**config.mk**
```make
export PLATFORM = sky130hd
export DESIGN_NAME = fwp_cmd_if
export DESIGN_NICKNAME = d
export VERILOG_FILES = /design/src/rtl/fwp_pkg.sv /design/src/rtl/fwp_strobe_filter.sv /design/src/rtl/fwp_seq_tracker.sv /design/src/rtl/fwp_reset_ctrl.sv /design/src/rtl/fwp_cmd_if.sv
export SDC_FILE = /design/constraint.sdc
export NUM_CORES = 1
export LEC_CHECK = 0
export BUFFER_PORTS_ARGS = -buffer_cell sky130_fd_sc_hd__clkbuf_2
export CAP_MARGIN = 10
export CELL_PAD_IN_SITES_DETAIL_PLACEMENT = 1
export CELL_PAD_IN_SITES_GLOBAL_PLACEMENT = 2
export CORE_MARGIN = 2
export CORE_UTILIZATION = 31
export CTS_BUF_LIST = sky130_fd_sc_hd__clkbuf_8 sky130_fd_sc_hd__clkbuf_16
export DETAILED_ROUTE_END_ITERATION = 8
export GPL_TIMING_DRIVEN = 0
export MAX_ROUTING_LAYER = met4
export PLACE_DENSITY_LB_ADDON = 0.1
export SKIP_LAST_GASP = 1
export SYNTH_ARGS = -nofsm -noshare
export SYNTH_HDL_FRONTEND = slang
export SYNTH_SLANG_ARGS = --single-unit
```
**constraint.sdc**
```tcl
create_clock -name clk -period 1.7 [get_ports clk]
set_input_delay 0.51 -clock clk [delete_from_list [all_inputs] [get_ports clk]]
set_output_delay 0.51 -clock clk [all_outputs]
set_load 0.005 [all_outputs]
```
**src/rtl/fwp_pkg.sv**
```systemverilog
package fwp_pkg;
  typedef enum logic [2:0] {
    ST_IDLE, ST_U1, ST_U2, ST_PGM, ST_E1, ST_E2, ST_E3
  } seq_st_t;

  typedef enum logic [1:0] {CMD_PROG, CMD_CHIP, CMD_SECT} cmd_kind_t;

  localparam logic [7:0] KEY_A     = 8'hAA;
  localparam logic [7:0] KEY_B     = 8'h55;
  localparam logic [7:0] OP_PROG   = 8'hA0;
  localparam logic [7:0] OP_ERASE  = 8'h80;
  localparam logic [7:0] OP_CHIP   = 8'h10;
  localparam logic [7:0] OP_SECT   = 8'h30;
  localparam int unsigned CMD_ADDR1 = 32'h5555;
  localparam int unsigned CMD_ADDR2 = 32'h2AAA;
endpackage

```
**src/rtl/fwp_strobe_filter.sv**
```systemverilog
module fwp_strobe_filter #(
  parameter int unsigned ADDR_W    = 18,
  parameter int unsigned DATA_W    = 16,
  parameter int unsigned MIN_PULSE = 2
) (
  input  logic              clk,
  input  logic              rst,
  input  logic              ce_n,
  input  logic              we_n,
  input  logic              oe_n,
  input  logic              low_vdd,
  input  logic              dev_rst_n,
  input  logic [ADDR_W-1:0] addr,
  input  logic [DATA_W-1:0] data,
  output logic              wr_valid,
  output logic [ADDR_W-1:0] wr_addr,
  output logic [DATA_W-1:0] wr_data
);
  localparam int unsigned CW = $clog2(MIN_PULSE + 1);
  localparam logic [CW-1:0] MINV = CW'(MIN_PULSE);

  logic              strobe, inhibit;
  logic              act_q, poison_q;
  logic [CW-1:0]     cnt_q;
  logic [ADDR_W-1:0] cap_addr;
  logic [DATA_W-1:0] cap_data;

  assign strobe  = !ce_n && !we_n;
  assign inhibit = !oe_n || low_vdd || !dev_rst_n;

  always_ff @(posedge clk) begin
    if (rst) begin
      act_q    <= 1'b0;
      poison_q <= 1'b0;
      cnt_q    <= '0;
      cap_addr <= '0;
      cap_data <= '0;
      wr_valid <= 1'b0;
      wr_addr  <= '0;
      wr_data  <= '0;
    end else begin
      wr_valid <= 1'b0;
      if (strobe) begin
        act_q    <= 1'b1;
        cap_addr <= addr;
        cap_data <= data;
        if (cnt_q != MINV) cnt_q <= cnt_q + 1'b1;
        if (inhibit) poison_q <= 1'b1;
      end else begin
        act_q    <= 1'b0;
        poison_q <= 1'b0;
        cnt_q    <= '0;
        if (act_q && !poison_q && !inhibit && cnt_q == MINV) begin
          wr_valid <= 1'b1;
          wr_addr  <= cap_addr;
          wr_data  <= cap_data;
        end
      end
    end
  end

  // an accepted write never ends while an inhibit condition holds
  a_r1_inhibit_at_end: assert property (@(posedge clk) disable iff (rst)
    wr_valid |-> ($past(oe_n) && !$past(low_vdd) && $past(dev_rst_n)));

  // an accepted write follows the end of a strobe
  a_r2_after_strobe_end: assert property (@(posedge clk) disable iff (rst)
    wr_valid |-> (!$past(strobe) && $past(act_q)));

  a_r2_isolated: assert property (@(posedge clk) disable iff (rst)
    wr_valid |=> !wr_valid);
endmodule

```
**src/rtl/fwp_seq_tracker.sv**
```systemverilog
module fwp_seq_tracker
  import fwp_pkg::*;
#(
  parameter int unsigned ADDR_W = 18,
  parameter int unsigned DATA_W = 16
) (
  input  logic              clk,
  input  logic              rst,
  input  logic              clear,
  input  logic              wr_valid,
  input  logic [ADDR_W-1:0] wr_addr,
  input  logic [DATA_W-1:0] wr_data,
  output logic              cmd_valid,
  output cmd_kind_t         cmd_kind,
  output logic [ADDR_W-1:0] cmd_addr,
  output logic [DATA_W-1:0] cmd_data
);
  seq_st_t    state;
  logic       at1, at2;
  logic [7:0] lo;

  assign at1 = (wr_addr == ADDR_W'(CMD_ADDR1));
  assign at2 = (wr_addr == ADDR_W'(CMD_ADDR2));
  assign lo  = wr_data[7:0];

  always_ff @(posedge clk) begin
    if (rst || clear) begin
      state     <= ST_IDLE;
      cmd_valid <= 1'b0;
      cmd_kind  <= CMD_PROG;
      cmd_addr  <= '0;
      cmd_data  <= '0;
    end else begin
      cmd_valid <= 1'b0;
      if (wr_valid) begin
        state <= ST_IDLE;
        unique case (state)
          ST_IDLE: if (at1 && lo == KEY_A) state <= ST_U1;
          ST_U1:   if (at2 && lo == KEY_B) state <= ST_U2;
          ST_U2: begin
            if (at1 && lo == OP_PROG)       state <= ST_PGM;
            else if (at1 && lo == OP_ERASE) state <= ST_E1;
          end
          ST_PGM: begin
            cmd_valid <= 1'b1;
            cmd_kind  <= CMD_PROG;
            cmd_addr  <= wr_addr;
            cmd_data  <= wr_data;
          end
          ST_E1: if (at1 && lo == KEY_A) state <= ST_E2;
          ST_E2: if (at2 && lo == KEY_B) state <= ST_E3;
          ST_E3: begin
            cmd_addr <= wr_addr;
            cmd_data <= wr_data;
            if (at1 && lo == OP_CHIP) begin
              cmd_valid <= 1'b1;
              cmd_kind  <= CMD_CHIP;
            end else if (lo == OP_SECT) begin
              cmd_valid <= 1'b1;
              cmd_kind  <= CMD_SECT;
            end
          end
          default: state <= ST_IDLE;
        endcase
      end
    end
  end

  // program command issued only from the data-load step
  a_r3_prog_from_load: assert property (@(posedge clk) disable iff (rst || clear)
    (cmd_valid && cmd_kind == CMD_PROG) |-> ($past(state) == ST_PGM && $past(wr_valid)));

  // erase command issued only from the sixth step
  a_r4_erase_from_sixth: assert property (@(posedge clk) disable iff (rst || clear)
    (cmd_valid && cmd_kind != CMD_PROG) |-> ($past(state) == ST_E3 && $past(wr_valid)));

  // a write that breaks the unlock prefix leaves the tracker idle
  a_r5_break_to_idle: assert property (@(posedge clk) disable iff (rst || clear)
    (wr_valid && state == ST_U1 && !(at2 && lo == KEY_B)) |=> (state == ST_IDLE && !cmd_valid));
endmodule

```
**src/rtl/fwp_reset_ctrl.sv**
```systemverilog
module fwp_reset_ctrl #(
  parameter int unsigned RST_MIN  = 20,
  parameter int unsigned RECOVERY = 10
) (
  input  logic clk,
  input  logic rst,
  input  logic dev_rst_n,
  input  logic array_busy,
  output logic seq_clear,
  output logic op_abort,
  output logic read_ready
);
  localparam int unsigned LW = $clog2(RST_MIN + 1);
  localparam int unsigned RW = $clog2(RECOVERY + 1);
  localparam logic [LW-1:0] LOW_LAST = LW'(RST_MIN - 1);
  localparam logic [RW-1:0] RECV     = RW'(RECOVERY);

  logic [LW-1:0] low_cnt;
  logic [RW-1:0] rec_cnt;
  logic          qual_q;

  always_ff @(posedge clk) begin
    if (rst) begin
      low_cnt    <= '0;
      rec_cnt    <= RECV;
      qual_q     <= 1'b0;
      seq_clear  <= 1'b0;
      op_abort   <= 1'b0;
      read_ready <= 1'b0;
    end else begin
      seq_clear <= 1'b0;
      op_abort  <= 1'b0;
      if (!dev_rst_n) begin
        if (!qual_q) begin
          if (low_cnt == LOW_LAST) begin
            qual_q    <= 1'b1;
            seq_clear <= 1'b1;
            op_abort  <= array_busy;
          end else begin
            low_cnt <= low_cnt + 1'b1;
          end
        end
      end else begin
        low_cnt <= '0;
        if (qual_q) begin
          qual_q  <= 1'b0;
          rec_cnt <= RECV;
        end else if (rec_cnt != '0) begin
          rec_cnt <= rec_cnt - 1'b1;
        end
      end
      read_ready <= dev_rst_n && !qual_q && (rec_cnt == '0) && !array_busy;
    end
  end

  // reads are never flagged ready while the reset pin is low
  a_r9_not_ready_in_reset: assert property (@(posedge clk) disable iff (rst)
    !$past(dev_rst_n) |-> !read_ready);

  a_r9_abort_needs_clear: assert property (@(posedge clk) disable iff (rst)
    op_abort |-> seq_clear);

  // ready stays low across the qualified-reset release cycle
  a_r10_hold_after_release: assert property (@(posedge clk) disable iff (rst)
    $past(qual_q) |-> !read_ready);
endmodule

```
**src/rtl/fwp_cmd_if.sv**
```systemverilog
module fwp_cmd_if
  import fwp_pkg::*;
#(
  parameter int unsigned ADDR_W     = 18,
  parameter int unsigned DATA_W     = 16,
  parameter int unsigned MIN_PULSE  = 2,
  parameter int unsigned RST_MIN    = 20,
  parameter int unsigned RECOVERY   = 10,
  parameter int unsigned BOOT_WORDS = 8192,
  parameter bit          BOOT_TOP   = 1'b1
) (
  input  logic              clk,
  input  logic              sys_rst,
  input  logic              ce_n,
  input  logic              we_n,
  input  logic              oe_n,
  input  logic [ADDR_W-1:0] addr,
  input  logic [DATA_W-1:0] data,
  input  logic              wp_n,
  input  logic              dev_rst_n,
  input  logic              low_vdd,
  input  logic              array_busy,
  output logic              prog_req,
  output logic              erase_req,
  output logic              erase_chip,
  output logic              keep_boot,
  output logic [ADDR_W-1:0] req_addr,
  output logic [DATA_W-1:0] req_data,
  output logic              op_abort,
  output logic              read_ready
);
  localparam int unsigned BB = $clog2(BOOT_WORDS);

  logic              wr_valid, seq_clear, cmd_valid;
  logic [ADDR_W-1:0] wr_addr, cmd_addr;
  logic [DATA_W-1:0] wr_data, cmd_data;
  cmd_kind_t         cmd_kind;
  logic              cmd_boot;

  function automatic logic in_boot(input logic [ADDR_W-1:0] a);
    if (BOOT_TOP) return &a[ADDR_W-1:BB];
    else          return ~|a[ADDR_W-1:BB];
  endfunction

  fwp_strobe_filter #(.ADDR_W(ADDR_W), .DATA_W(DATA_W), .MIN_PULSE(MIN_PULSE)) u_filt (
    .clk(clk), .rst(sys_rst), .ce_n(ce_n), .we_n(we_n), .oe_n(oe_n),
    .low_vdd(low_vdd), .dev_rst_n(dev_rst_n), .addr(addr), .data(data),
    .wr_valid(wr_valid), .wr_addr(wr_addr), .wr_data(wr_data)
  );

  fwp_seq_tracker #(.ADDR_W(ADDR_W), .DATA_W(DATA_W)) u_seq (
    .clk(clk), .rst(sys_rst), .clear(seq_clear), .wr_valid(wr_valid),
    .wr_addr(wr_addr), .wr_data(wr_data), .cmd_valid(cmd_valid),
    .cmd_kind(cmd_kind), .cmd_addr(cmd_addr), .cmd_data(cmd_data)
  );

  fwp_reset_ctrl #(.RST_MIN(RST_MIN), .RECOVERY(RECOVERY)) u_rst (
    .clk(clk), .rst(sys_rst), .dev_rst_n(dev_rst_n), .array_busy(array_busy),
    .seq_clear(seq_clear), .op_abort(op_abort), .read_ready(read_ready)
  );

  assign cmd_boot = in_boot(cmd_addr);

  always_ff @(posedge clk) begin
    if (sys_rst) begin
      prog_req   <= 1'b0;
      erase_req  <= 1'b0;
      erase_chip <= 1'b0;
      keep_boot  <= 1'b0;
      req_addr   <= '0;
      req_data   <= '0;
    end else begin
      prog_req   <= cmd_valid && cmd_kind == CMD_PROG && (wp_n || !cmd_boot);
      erase_req  <= cmd_valid && (cmd_kind == CMD_CHIP ||
                    (cmd_kind == CMD_SECT && (wp_n || !cmd_boot)));
      erase_chip <= cmd_valid && cmd_kind == CMD_CHIP;
      keep_boot  <= cmd_valid && cmd_kind == CMD_CHIP && !wp_n;
      req_addr   <= cmd_addr;
      req_data   <= cmd_data;
    end
  end

  // no boot-block program or sector erase leaves while protected
  a_r6_boot_locked: assert property (@(posedge clk) disable iff (sys_rst)
    (prog_req || (erase_req && !erase_chip)) |-> ($past(wp_n) || !in_boot(req_addr)));

  // the spare-boot flag follows the protect pin for chip erase
  a_r7_keep_boot: assert property (@(posedge clk) disable iff (sys_rst)
    (erase_req && erase_chip) |-> (keep_boot == !$past(wp_n)));

  // requests are single-cycle pulses
  a_r11_prog_pulse: assert property (@(posedge clk) disable iff (sys_rst)
    prog_req |=> !prog_req);

  a_r11_erase_pulse: assert property (@(posedge clk) disable iff (sys_rst)
    erase_req |=> !erase_req);
endmodule

```
==> results.py <==
metrics = {
    "yosys": {
        "synth.top_cell.area_share": 0.5746,
        "synth_warnings": 0,
        "synthAdderAreaFrac": 0.006569,
        "synth_cells": 604,
        "synthArstFlopShare": 0,
        "synth_area_leaders": "dfxtp_1 57%, nand2_1 9.5%, a21oi_1 6.5%",
        "synth_area_mm2": 0.005714,
        "yosys.area_share.simple": 0.2257,
        "syn-num-nets": 650,
        "postSynthAreaPerCell_um2": 9.461,
        "yosysSeqAreaShare": 0.5746,
        "yosysUniqueCellTypes": 51,
        "synth_xor_area_frac": 0.009196,
        "ys_ff_latch": 164,
        "yosysTopAreaCell": "dfxtp_1",
        "synthFlopType": "dfxtp_1",
        "synth_top_family_by_area": "simple AND/OR/NAND/NOR gates",
        "synth_compound_area_frac": 0.1443,
        "synth_edf_count": 0,
        "synth_mux_area_frac": 0.001752,
    },
    "timing": {
        "finalHoldViolCount": 0,
        "max_slew.worst_pin.slew_ns": 0.5156,
        "grt_setup_unrepaired": "false",
        "fmax_mhz": 602.7,
        "min_period_ns": 1.659,
        "drv_slew": 0,
        "finalCritPeriodShare": 0.9760,
        "setup_viol": 0,
        "clock_skew_ns": 0.01047,
        "timing.setup.tns_ns": 0,
        "slew_headroom": 0.6563,
    },
    "clocking": {
        "cts_tree": "done",
        "cts_inserted_buffers": 17,
        "cts.sinks": 164,
        "cts_max_level": 4,
        "clk_latency_ns": 0.42,
        "cts.root.buffer_cell": "clkbuf_16",
        "clockBufferDepth": 2,
        "path_clk_slew_ns": 0.06,
        "hold_buffers": 0,
    },
    "place": {
        "dpl.hpwl_um": 10830,
        "dpl_cell_area_mm2": 0.006401,
        "gp_congestion": 0.8181,
        "port_buffers": 80,
    },
    "setup_path": {
        "required_ns": 2.00,
        "slowest_delay_ns": 0.47,
        "critPathKind": "flop to flop",
        "path_cells": "inv_2, ha_2, or4b_4, a31o_1, a221o_1",
        "rrSetupSlack_ns": 0.04,
        "reg2reg_depth": 5,
        "start_kind": "flop",
        "r2r_start": "u_rst.rec_cnt[0]",
        "critical_path.top_delay_family": "compound AO/OA/AOI/OAI gates",
        "cp-end-kind": "flop",
        "crit_start": "u_rst.rec_cnt[0]",
        "worstSetupPathDepth": 5,
        "r2r-end": "u_rst.rec_cnt[3]",
        "cp_num_buf_inv": 1,
        "cp_slowest_cell": "or4b_4",
        "cp.arrival_ns": 1.96,
        "cp_max_fo": 3,
    },
    "worst_hold_path": {
        "hold_path_end": "u_rst.read_ready",
        "min_path_cells": 2,
        "min_from": "array_busy",
        "hold_path_class": "input port to flop",
    },
    "routing": {
        "dr.pass1.iters": 4,
        "wl_um": 14330,
        "vias_per_cell": 4.679,
        "drt.antenna.violating_nets": 0,
        "first_iter_violations": 110,
        "wl_per_cell_um": 15.10,
        "vias": 4440,
        "route.detailed.drc": 0,
    },
    "die": {
        "coreArea_mm2": 0.01802,
        "fp.dieW_um": 139.8,
        "die_h_um": 139.8,
        "die_area_mm2": 0.01954,
        "io_pins": 83,
        "initial_core_util": 0.3170,
        "rows": 49,
    },
    "finish": {
        "drive_gt1_frac": 0.2153,
        "diodes": 0,
        "fin_nets": 753,
        "post-route-cell-area_mm2": 0.007086,
        "area_delta_synth_final_pct": 24.00,
    },
    "global_routing": {
        "grt_pass1_wl_um": 23690,
        "grt_max_degree": 17,
        "antenna_found_initial": 0,
        "grt_pass1_vias": 4599,
        "grt_usage": 0.1550,
        "overflow": 0,
    },
    "power_and_ir_drop": {
        "powerDensity_mw_per_mm2": 1121,
        "finalPower_uw": 7945,
        "p_leak_uw": 0.002715,
        "peakVddDrop_v": 0.0006723,
    },
    "status": {
        "status": "completed",
    },
    "run": {
        "maxCapViolations": 0,
    },
}
==> through the flow <==
stage	instances	hold slack, ns	utilization	worst slack, ns
2_1_floorplan	604	0.4318	-	0.06287
3_3_place_gp	913	0.4401	0.3551	-0.5652
3_5_place_dp	913	0.4443	0.3551	-0.5840
4_1_cts	945	0.2522	0.3889	0.003897
5_1_grt	949	0.2635	0.3931	0.002803
6_report	949	0.2693	0.3931	0.04084
==> cell type report <==
type / count / area (um^2)
Tap cell: 229 / 286.5
Timing Repair Buffer: 85 / 437.9
Fill cell: 2099 / 10940
Clock buffer: 21 / 480.5
Buffer: 38 / 198.9
Multi-Input combinational cell: 394 / 2258
Inverter: 7 / 26.28
Clock inverter: 11 / 111.4
Sequential cell: 164 / 3286
==> synth_stat cells (all sizes together) (2+ instances only) <==
library cell	instances
nand4b	4
o21ai	8
and2	2
or2	3
or3	3
nor3	4
nand3	4
clkbuf	20
and4b	3
and3b	2
a22o	34
nand4	3
nand2	145
buf	19
a22oi	2
nor4	2
inv	6
nor2	18
nor3b	4
nor2b	37
dfxtp	164
xnor2	2
and4	5
a31oi	2
nor4bb	4
ha	3
nor4b	7
xor2	4
a211oi	3
a21oi	74
==> cells in the final DEF, fill, tap and decap left out, types with 3 or more instances in the layout <==
master / Yosys / final
dfxtp_1: 164 / 162
nand2_1: 145 / 145
clkbuf_2: 1 / 86
a21oi_1: 74 / 74
nor2b_1: 37 / 37
a22o_1: 34 / 34
nor2_1: 18 / 18
clkbuf_16: 0 / 17
clkbuf_1: 19 / 13
buf_4: 6 / 11
buf_2: 10 / 9
inv_1: 6 / 8
o21ai_0: 8 / 8
nor4b_1: 5 / 5
and4_1: 5 / 5
nand4b_1: 4 / 4
nor3_1: 4 / 4
clkbuf_8: 0 / 4
and4b_1: 3 / 3
nand4_1: 3 / 3
nor3b_1: 4 / 3
or3_1: 3 / 3
nor4bb_1: 4 / 3
nand3_1: 3 / 3
xor2_1: 4 / 3
clkinvlp_4: 0 / 3
==> worst reg2reg max path, stage by stage (launching register included) <==
cell	delay (ns)
dfxtp_2	0.33
inv_2	0.05
ha_2	0.17
or4b_4	0.47
a31o_1	0.23
a221o_1	0.31
==> state kept, by name (all words and copies together), names as in the netlist, 2 cells and up <==
| signal | flops |
|---|---|
| u_filt.wr_data | 16 |
| u_rst.low_cnt | 5 |
| u_filt.wr_addr | 18 |
| req_addr | 18 |
| u_filt.cap_data | 16 |
| u_filt.cap_addr | 18 |
| req_data | 16 |
| u_seq.state | 3 |
| u_seq.cmd_addr | 18 |
| u_rst.rec_cnt | 4 |
| u_seq.cmd_data | 16 |
| u_filt.cnt_q | 2 |
| u_seq.cmd_kind | 2 |
==> logic make-up (layout without fill, tap and decap cells) <==
logic type      after synthesis  after routing
xor+xnor                      6              6
buf+inv                      46            162
mux                           1              1
fa+ha+maj                     3              3
compound gates              129            129
simple gates                255            255
flops                       164            164
==> worst max path at each step <==
| stage | slack, ns | to |
|---|---|---|
| 2_1_floorplan | 0.06 | u_rst.rec_cnt[3] |
| 3_3_place_gp | -0.57 | u_rst.read_ready |
| 3_5_place_dp | -0.58 | u_rst.read_ready |
| 4_1_cts | 0.004 | u_rst.rec_cnt[3] |
| 5_1_grt | 0.003 | u_seq.cmd_addr[7] |
| 6_report | 0.04 | u_rst.rec_cnt[3] |
==> report_power, final <==
group / switching, uW / total [uW] / internal (uW)
sequential: 32.9 / 3930 / 3900
combinational: 131 / 234 / 103
clock: 1480 / 3780 / 2300
total: 1650 / 7950 / 6300
==> timing repair <==
action / in CTS / in global routing
hold endpoints to repair: 0 / 0
cloned: 0 / 0
endpoints found under the setup margin: 61 / 65
gates resized for setup: 6 / 16
pin swaps: 2 / 5
setup buffers: 1 / 4
==> routing by layer <==
| layer | vias up | routed length (um) | global-route usage | part of all wire |
|---|---|---|---|---|
| met5 | - | 0 | - | 0 |
| met4 | 0 | 144 | 0.04105 | 0.010 |
| met3 | 12 | 495 | 0.03372 | 0.035 |
| met2 | 76 | 6550 | 0.2439 | 0.46 |
| met1 | 2083 | 7140 | 0.2028 | 0.50 |
| li1 | 2269 | - | - | - |
Power figures use the tool's default switching activity.
